File: config.mk
export PLATFORM = sky130hd
export DESIGN_NAME = ldst_fault_unit
export DESIGN_NICKNAME = d
export VERILOG_FILES = /design/src/rtl/ldst_fault_pkg.sv /design/src/rtl/ldst_align_chk.sv /design/src/rtl/ldst_region_chk.sv /design/src/rtl/ldst_fault_capture.sv /design/src/rtl/ldst_fault_unit.sv
export SDC_FILE = /design/constraint.sdc
export NUM_CORES = 1
export LEC_CHECK = 0
export CORE_MARGIN = 10
export CORE_UTILIZATION = 42
export DETAILED_ROUTE_END_ITERATION = 12
export PLACE_DENSITY = 0.77
export SLEW_MARGIN = 20
export SYNTH_ARGS = -nofsm -noshare
export SYNTH_HDL_FRONTEND = slang
export SYNTH_SLANG_ARGS = --single-unit
File: constraint.sdc
create_clock -name clk -period 2.05 [get_ports clk]
set_clock_uncertainty 0.15 [all_clocks]
set_input_delay 0.41 -clock clk [delete_from_list [all_inputs] [get_ports clk]]
set_output_delay 0.41 -clock clk [all_outputs]
set_load 0.01 [all_outputs]
File: src/rtl/ldst_fault_pkg.sv
package ldst_fault_pkg;

    typedef enum logic [1:0] {
        RSN_NONE     = 2'd0,
        RSN_BAD_ADDR = 2'd1,
        RSN_RO_WRITE = 2'd2,
        RSN_PAGE     = 2'd3
    } fault_rsn_e;

    typedef enum logic {
        ST_IDLE   = 1'b0,
        ST_REPORT = 1'b1
    } fsm_st_e;

    typedef struct packed {
        logic ifetch;
        logic xinvalid;
        logic badtree;
        logic perm;
        logic refchg;
        logic segment;
    } xl_stat_t;

    localparam int STATUS_USED = 8;

endpackage

File: src/rtl/ldst_align_chk.sv
module ldst_align_chk #(
    parameter int ADDR_W   = 32,
    parameter int SIZE_LOG = 3
) (
    input  logic [ADDR_W-1:0] addr,
    input  logic [1:0]        size,
    output logic              misaligned
);
    logic [SIZE_LOG-1:0] bad_bit;

    // Bit i of the address must be zero when the size is larger than 2**i bytes.
    generate
        for (genvar i = 0; i < SIZE_LOG; i++) begin : g_bit
            assign bad_bit[i] = addr[i] && (int'(size) > i);
        end
    endgenerate

    assign misaligned = |bad_bit;
endmodule

File: src/rtl/ldst_region_chk.sv
module ldst_region_chk #(
    parameter int              ADDR_W    = 32,
    parameter logic [ADDR_W-1:0] MEM_LIMIT = 'h0001_0000,
    parameter logic [ADDR_W-1:0] ROM_BASE  = 'h0000_8000,
    parameter logic [ADDR_W-1:0] ROM_LIMIT = 'h0000_A000,
    parameter int              PAGE_BITS = 12
) (
    input  logic [ADDR_W-1:0] addr,
    input  logic              is_store,
    output logic              out_of_range,
    output logic              ro_write,
    output logic              null_page
);
    assign out_of_range = (addr >= MEM_LIMIT);
    assign ro_write     = is_store && (addr >= ROM_BASE) && (addr < ROM_LIMIT);
    assign null_page    = (addr[ADDR_W-1:PAGE_BITS] == '0);
endmodule

File: src/rtl/ldst_fault_capture.sv
module ldst_fault_capture #(
    parameter int ADDR_W   = 32,
    parameter int STATUS_W = 32
) (
    input  logic                clk,
    input  logic                rst,
    input  logic                upd_addr,
    input  logic                upd_status,
    input  logic [ADDR_W-1:0]   addr_in,
    input  logic [STATUS_W-1:0] status_in,
    output logic [ADDR_W-1:0]   addr_q,
    output logic [STATUS_W-1:0] status_q
);
    always_ff @(posedge clk) begin
        if (rst) begin
            addr_q   <= '0;
            status_q <= '0;
        end else begin
            if (upd_addr)   addr_q   <= addr_in;
            if (upd_status) status_q <= status_in;
        end
    end

    // the address register only moves on an update
    p_addr_hold_r8: assert property (@(posedge clk) disable iff (rst)
        (!$past(rst) && !$past(upd_addr)) |-> $stable(addr_q));

    // the status register only moves on an update
    p_status_hold_r9: assert property (@(posedge clk) disable iff (rst)
        (!$past(rst) && !$past(upd_status)) |-> $stable(status_q));

    // a status write always comes with an address write
    p_status_implies_addr_r9: assert property (@(posedge clk) disable iff (rst)
        upd_status |-> upd_addr);
endmodule

File: src/rtl/ldst_fault_unit.sv
module ldst_fault_unit
    import ldst_fault_pkg::*;
#(
    parameter int              ADDR_W    = 32,
    parameter int              STATUS_W  = 32,
    parameter int              PAGE_BITS = 12,
    parameter logic [ADDR_W-1:0] MEM_LIMIT = 'h0001_0000,
    parameter logic [ADDR_W-1:0] ROM_BASE  = 'h0000_8000,
    parameter logic [ADDR_W-1:0] ROM_LIMIT = 'h0000_A000
) (
    input  logic                clk,
    input  logic                rst,
    input  logic                req_valid,
    input  logic                req_store,
    input  logic [ADDR_W-1:0]   req_addr,
    input  logic [1:0]          req_size,
    input  logic                xlate_en,
    input  logic                ifetch_fault,
    input  logic                xl_invalid,
    input  logic                xl_badtree,
    input  logic                xl_perm,
    input  logic                xl_refchg,
    input  logic                xl_segment,
    output logic                done,
    output logic [1:0]          reason,
    output logic                exception,
    output logic                flag_align,
    output logic                flag_ifetch,
    output logic                flag_xinvalid,
    output logic                flag_badtree,
    output logic                flag_perm,
    output logic                flag_refchg,
    output logic                flag_segment,
    output logic [ADDR_W-1:0]   fault_addr,
    output logic [STATUS_W-1:0] fault_status
);
    localparam int SIZE_LOG = 3;
    localparam int PAD_W    = STATUS_W - STATUS_USED;

    fsm_st_e     state_q, state_d;
    logic        cap_store;
    logic [ADDR_W-1:0] cap_addr;
    logic [1:0]  cap_size;
    logic        cap_xlate;
    xl_stat_t    cap_stat;

    logic        misaligned, out_of_range, ro_write, null_page;
    logic        xl_any, page_hit;
    fault_rsn_e  rsn;
    logic        upd_addr, upd_status;
    logic [STATUS_W-1:0] status_word;

    // State register and request capture
    always_ff @(posedge clk) begin
        if (rst) begin
            state_q   <= ST_IDLE;
            cap_store <= 1'b0;
            cap_addr  <= '0;
            cap_size  <= '0;
            cap_xlate <= 1'b0;
            cap_stat  <= '0;
        end else begin
            state_q <= state_d;
            if (req_valid) begin
                cap_store <= req_store;
                cap_addr  <= req_addr;
                cap_size  <= req_size;
                cap_xlate <= xlate_en;
                cap_stat  <= '{ifetch: ifetch_fault, xinvalid: xl_invalid,
                               badtree: xl_badtree, perm: xl_perm,
                               refchg: xl_refchg, segment: xl_segment};
            end
        end
    end

    // Transitions: accept (IDLE->REPORT), chain (REPORT->REPORT), drain (REPORT->IDLE)
    always_comb begin
        state_d = state_q;
        unique case (state_q)
            ST_IDLE:   state_d = req_valid ? ST_REPORT : ST_IDLE;
            ST_REPORT: state_d = req_valid ? ST_REPORT : ST_IDLE;
            default:   state_d = ST_IDLE;
        endcase
    end

    ldst_align_chk #(.ADDR_W(ADDR_W), .SIZE_LOG(SIZE_LOG)) u_align (
        .addr       (cap_addr),
        .size       (cap_size),
        .misaligned (misaligned)
    );

    ldst_region_chk #(
        .ADDR_W(ADDR_W), .MEM_LIMIT(MEM_LIMIT), .ROM_BASE(ROM_BASE),
        .ROM_LIMIT(ROM_LIMIT), .PAGE_BITS(PAGE_BITS)
    ) u_region (
        .addr         (cap_addr),
        .is_store     (cap_store),
        .out_of_range (out_of_range),
        .ro_write     (ro_write),
        .null_page    (null_page)
    );

    assign xl_any   = cap_stat.xinvalid | cap_stat.badtree | cap_stat.perm |
                      cap_stat.refchg | cap_stat.segment;
    assign page_hit = cap_xlate && (null_page || xl_any);

    // Output process
    always_comb begin
        done          = 1'b0;
        rsn           = RSN_NONE;
        flag_align    = 1'b0;
        flag_ifetch   = 1'b0;
        flag_xinvalid = 1'b0;
        flag_badtree  = 1'b0;
        flag_perm     = 1'b0;
        flag_refchg   = 1'b0;
        flag_segment  = 1'b0;
        unique case (state_q)
            ST_IDLE: begin
            end
            ST_REPORT: begin
                done          = 1'b1;
                flag_align    = misaligned;
                flag_ifetch   = cap_stat.ifetch;
                flag_xinvalid = cap_stat.xinvalid;
                flag_badtree  = cap_stat.badtree;
                flag_perm     = cap_stat.perm;
                flag_refchg   = cap_stat.refchg;
                flag_segment  = cap_stat.segment;
                if (misaligned)        rsn = RSN_NONE;
                else if (out_of_range) rsn = RSN_BAD_ADDR;
                else if (page_hit)     rsn = RSN_PAGE;
                else if (ro_write)     rsn = RSN_RO_WRITE;
                else                   rsn = RSN_NONE;
            end
            default: begin
            end
        endcase
    end

    assign reason    = rsn;
    assign exception = flag_align | flag_ifetch | flag_xinvalid | flag_badtree |
                       flag_perm | flag_refchg | flag_segment | (rsn != RSN_NONE);

    assign upd_addr   = exception && !flag_ifetch;
    assign upd_status = upd_addr && !flag_segment && !flag_align;

    assign status_word = {{PAD_W{1'b0}}, cap_store, cap_stat.refchg, cap_stat.perm,
                          cap_stat.badtree, cap_stat.xinvalid,
                          cap_xlate && null_page,
                          rsn == RSN_RO_WRITE, rsn == RSN_BAD_ADDR};

    ldst_fault_capture #(.ADDR_W(ADDR_W), .STATUS_W(STATUS_W)) u_capture (
        .clk        (clk),
        .rst        (rst),
        .upd_addr   (upd_addr),
        .upd_status (upd_status),
        .addr_in    (cap_addr),
        .status_in  (status_word),
        .addr_q     (fault_addr),
        .status_q   (fault_status)
    );

    // every done pulse follows a sampled request
    p_done_follows_req_r1: assert property (@(posedge clk) disable iff (rst)
        done |-> $past(req_valid));

    // a sampled request always yields a pulse in the next cycle
    p_req_gives_done_r1: assert property (@(posedge clk) disable iff (rst)
        (req_valid && state_q == state_q) |=> done);

    // results are quiet outside a done pulse
    p_quiet_idle_r1: assert property (@(posedge clk) disable iff (rst)
        !done |-> (reason == 2'd0 && !exception));

    // a read-only code only ever reports a store
    p_ro_is_store_r2: assert property (@(posedge clk) disable iff (rst)
        (done && reason == 2'd2) |-> cap_store);

    // a misaligned report carries no reason code
    p_align_wins_r5: assert property (@(posedge clk) disable iff (rst)
        (done && flag_align) |-> reason == 2'd0);

    // an instruction-side fault never moves the address register
    p_ifetch_keeps_addr_r8: assert property (@(posedge clk) disable iff (rst)
        (done && flag_ifetch) |=> $stable(fault_addr));
endmodule

==> results of run 1 <==
flip-flops by register name (all words and copies together), names as in the netlist:
register,count
cap_addr,32
cap_size,2
cap_stat,6
cap_store,1
cap_xlate,1
state_q,1
u_capture.addr_q,32
u_capture.status_q,8
layout make-up:
type | instances | area share [%]
well taps | 108 | 2.55
repair buffers | 149 | 25.9
multi-input cells | 268 | 35.6
clock buffers | 10 | 2.60
inverters | 2 | 0.142
flip-flops and latches | 83 | 31.6
clock inverters | 6 | 1.65
power by group through the flow:
stage | clock, uW | sequential, uW | combinational [uW]
3_3_place_gp | 0 | 1750 | 549
4_1_cts | 1350 | 1720 | 567
5_1_grt | 1420 | 1730 | 624
2_1_floorplan | 0 | 1770 | 303
6_report | 1310 | 1720 | 575
3_5_place_dp | 0 | 1760 | 557
kinds of logic after synthesis:
| kind of cell | count (synthesis) | share of synthesized area [%] |
|---|---|---|
| mux | 77 | 20.8 |
| other cells | 1 | 0.101 |
| simple gates | 150 | 22.6 |
| buf+inv | 48 | 7.92 |
| compound gates | 17 | 3.91 |
| flops | 83 | 44.7 |
routing by layer:
layer  GRT usage, %  up-vias
met5              0        -
met4           4.26        0
met3           4.67        6
met2           24.6       75
met1           17.1     1396
li1               -     1476
worst min-delay path: cells and delay by family, from the launching register on:
family / cells / cell delay [ns]
DFF: 1 / 0.32
and+or+nand+nor: 1 / 0.06
AOI/OAI and AO/OA: 1 / 0.05
final timing paths:
path / start / cells past startpoint / endpoint / slack, ns
max: cap_stat[4] / 5 / reason[1] / -0.34
min: u_capture.status_q[0] / 2 / u_capture.status_q[0] / 0.32
max reg2reg: cap_addr[30] / 6 / u_capture.addr_q[8] / 0.05
min reg2reg: u_capture.status_q[0] / 2 / u_capture.status_q[0] / 0.32
cells in the final DEF (no fill, tap or decap), drive strengths merged, types with 2 or more instances in the layout:
master         netlist  routed
nand2b              74      74
bufinv               0       2
inv                  2       3
mux2i               77      77
a31oi                3       3
clkdlybuf4s50        0      83
nor2                47      47
clkinv               0       3
buf                 34      59
and2                 6       6
clkbuf              12      11
nor4                 4       4
nand3                4       4
conb                 1      24
nand4                2       2
o21a                 2       2
nand2                3       3
o21ai                3       3
nor3b                2       2
or4                  2       2
a21oi                2       2
dlygate4sd2          0       5
o32ai                2       2
dfxtp               83      83
repair_timing:
item                                    4_1_cts  5_1_grt
resized for setup                            24       11
pin swaps                                     9        6
endpoints found under the setup margin       10       43
buffers inserted                              5        3
stage by stage:
stage          total power, uW  utilization, %
2_1_floorplan             2070               -
3_3_place_gp              2300            57.5
3_5_place_dp              2320            57.5
4_1_cts                   3640            60.5
5_1_grt                   3770            61.0
6_report                  3610            61.0
==> flow_summary_export.csv, run 1 <==
group,metric,value,unit
outcome,outcome,"complete, but fails checks",
outcome,violations,"setup timing",
grt,antenna_found_initial,0,
synth,synth_commonest_cells,"83 x dfxtp_1, 77 x mux2i_1, 74 x nand2b_1",
timing,fin_ws,-0.338,ns
power,combPwrFrac,15.9,%
timing,final_max_slew_viol_count,0,
synth,synth_seq_cells,83,
cts,clock-sinks,83,
floorplanning,die_y,114,um
power,p_int,2720,uW
floorplanning,boundaryPins,120,
power,clock_power_share,36.4,%
finish,design_area,5290,um^2
detailed_routing,antenna_left,0,
setup_path,crit_slowest_cell,"or4_4",
setup_path,cpLargestDelayFamily,"simple AND/OR/NAND/NOR gates",
floorplanning,num_rows,34,
placed_design,portBuffers,95,
cts,cts_tree,"yes",
setup_path,crit_chain,"or4_4 -> o21ai_4 -> nand3_2 -> and3b_1 -> buf_2",
synth,synth_top_area_share,44.7,%
timing,finalHoldViolCount,0,
synth,synth_area_leaders,"dfxtp_1 45%, mux2i_1 21%, nand2b_1 12%, buf_4 4.9%, nor2_1 4.6%",
setup_path,cp-end-kind,"output pin",
floorplanning,chipWidth,114,um
synth,synthFlopType,"dfxtp_1",
finish,multi_input_area,1880,um^2
finish,nets,558,
finish,antenna_cells,0,
cts,clkLatencyLatePin,0.35,ns
grt,grt_pass1_wl,15600,um
power,p_sw,886,uW
timing,fmax,419,MHz
finish,fillers,749,
detailed_routing,met3_length,636,um
synth,yosysTopAreaCell,"dfxtp_1",
grt,grt_pass1_vias,3171,
detailed_routing,drtIter0Drc,68,
detailed_routing,routed-wl-met2,4710,um
job,maxCapViolCount,0,
placed_design,dp.cells,603,
placed_design,pre_cts_slack,-0.363,ns
finish,area_growth,42.5,%
floorplanning,dieArea,13000,um^2
setup_path,path_class,"register to output pin",
hold_path,hold_class,"register to register",
setup_path,max_stage_delay,0.58,ns
synth,ys_types,38,
synth,synth_area,3710,um^2
power,power_leakage,0.00222,uW
timing,relSlewSlack,63.4,%
timing,fin_crit,2.39,ns
power,power_frac_seq,47.7,%
grt,grt_max_degree,58,
synth,synth-async-reset-ratio,0,%
setup_path,path_max_fanout,3,
cts,cts_max_level,3,
placed_design,dpl_cell_area,4990,um^2
finish,instances_no_fill,626,
finish,seqCellArea,1670,um^2
detailed_routing,via_per_inst,4.72,
grt,grt_use_total,14.5,%
detailed_routing,dr.max_layer_used,"met4",
detailed_routing,firstDrtPassIters,4,
cts,clk_pin_slew_worst_paths,0.09,ns
timing,setup_viol,3,
setup_path,arrival,1.83,ns
synth,syn_area_per_cell,9.88,um^2
setup_path,required,1.49,ns
detailed_routing,drt-wirelength-per-cell,15.2,um
detailed_routing,num_vias,2953,
power,powerDensity,682,nW/um^2
detailed_routing,finalWirelength,9540,um
cts,cts_hold_buf,0,
power,peakVddDrop,346,uV
timing,fin_crit_sh,116,%
grt,gr-total-overflow,0,
placed_design,gp_congestion,0.870,
synth,synth_most_common_cell,"dfxtp_1",
finish,drive_above_1_share,17.8,%
synth,yosysWarnings,0,
cts,cts.path.max_buffers,2,
cts,cts-buffers-inserted,9,
placed_design,hpwl,7150,um
timing,fin_hold_ws,0.318,ns
setup_path,critical_path_buf_inv_count,1,
synth,ys_seq_area_share,44.7,%
floorplanning,initial_utilization,42.8,%
detailed_routing,met1Wirelength,4110,um
timing,setup_tns,-0.981,ns
cts,cts_root_buffer,"clkbuf_8",
timing,rsz0062_at_grt,"yes",
synth,synth_cells,376,
floorplanning,core,8680,um^2
power,swShare,24.6,%
detailed_routing,remaining_drc_errors,0,
setup_path,startpoint_type,"register",
timing,worst_pin_slew,0.549,ns
synth,synth_edf_count,0,
No activity file was read; power rests on OpenSTA's default activity.
==> inputs of run 2 (changes only) <==
CAP_MARGIN = 30   (was not set)
SLEW_MARGIN = not set   (was 20)
==> results of run 2 <==
Final layout, timing and power as in run 1 (identical DEF).
==> inputs of run 3 (changes only) <==
CTS_CLUSTER_SIZE = 20   (was not set)
==> results of run 3 <==
Final layout, timing and power as in run 1 (identical DEF).
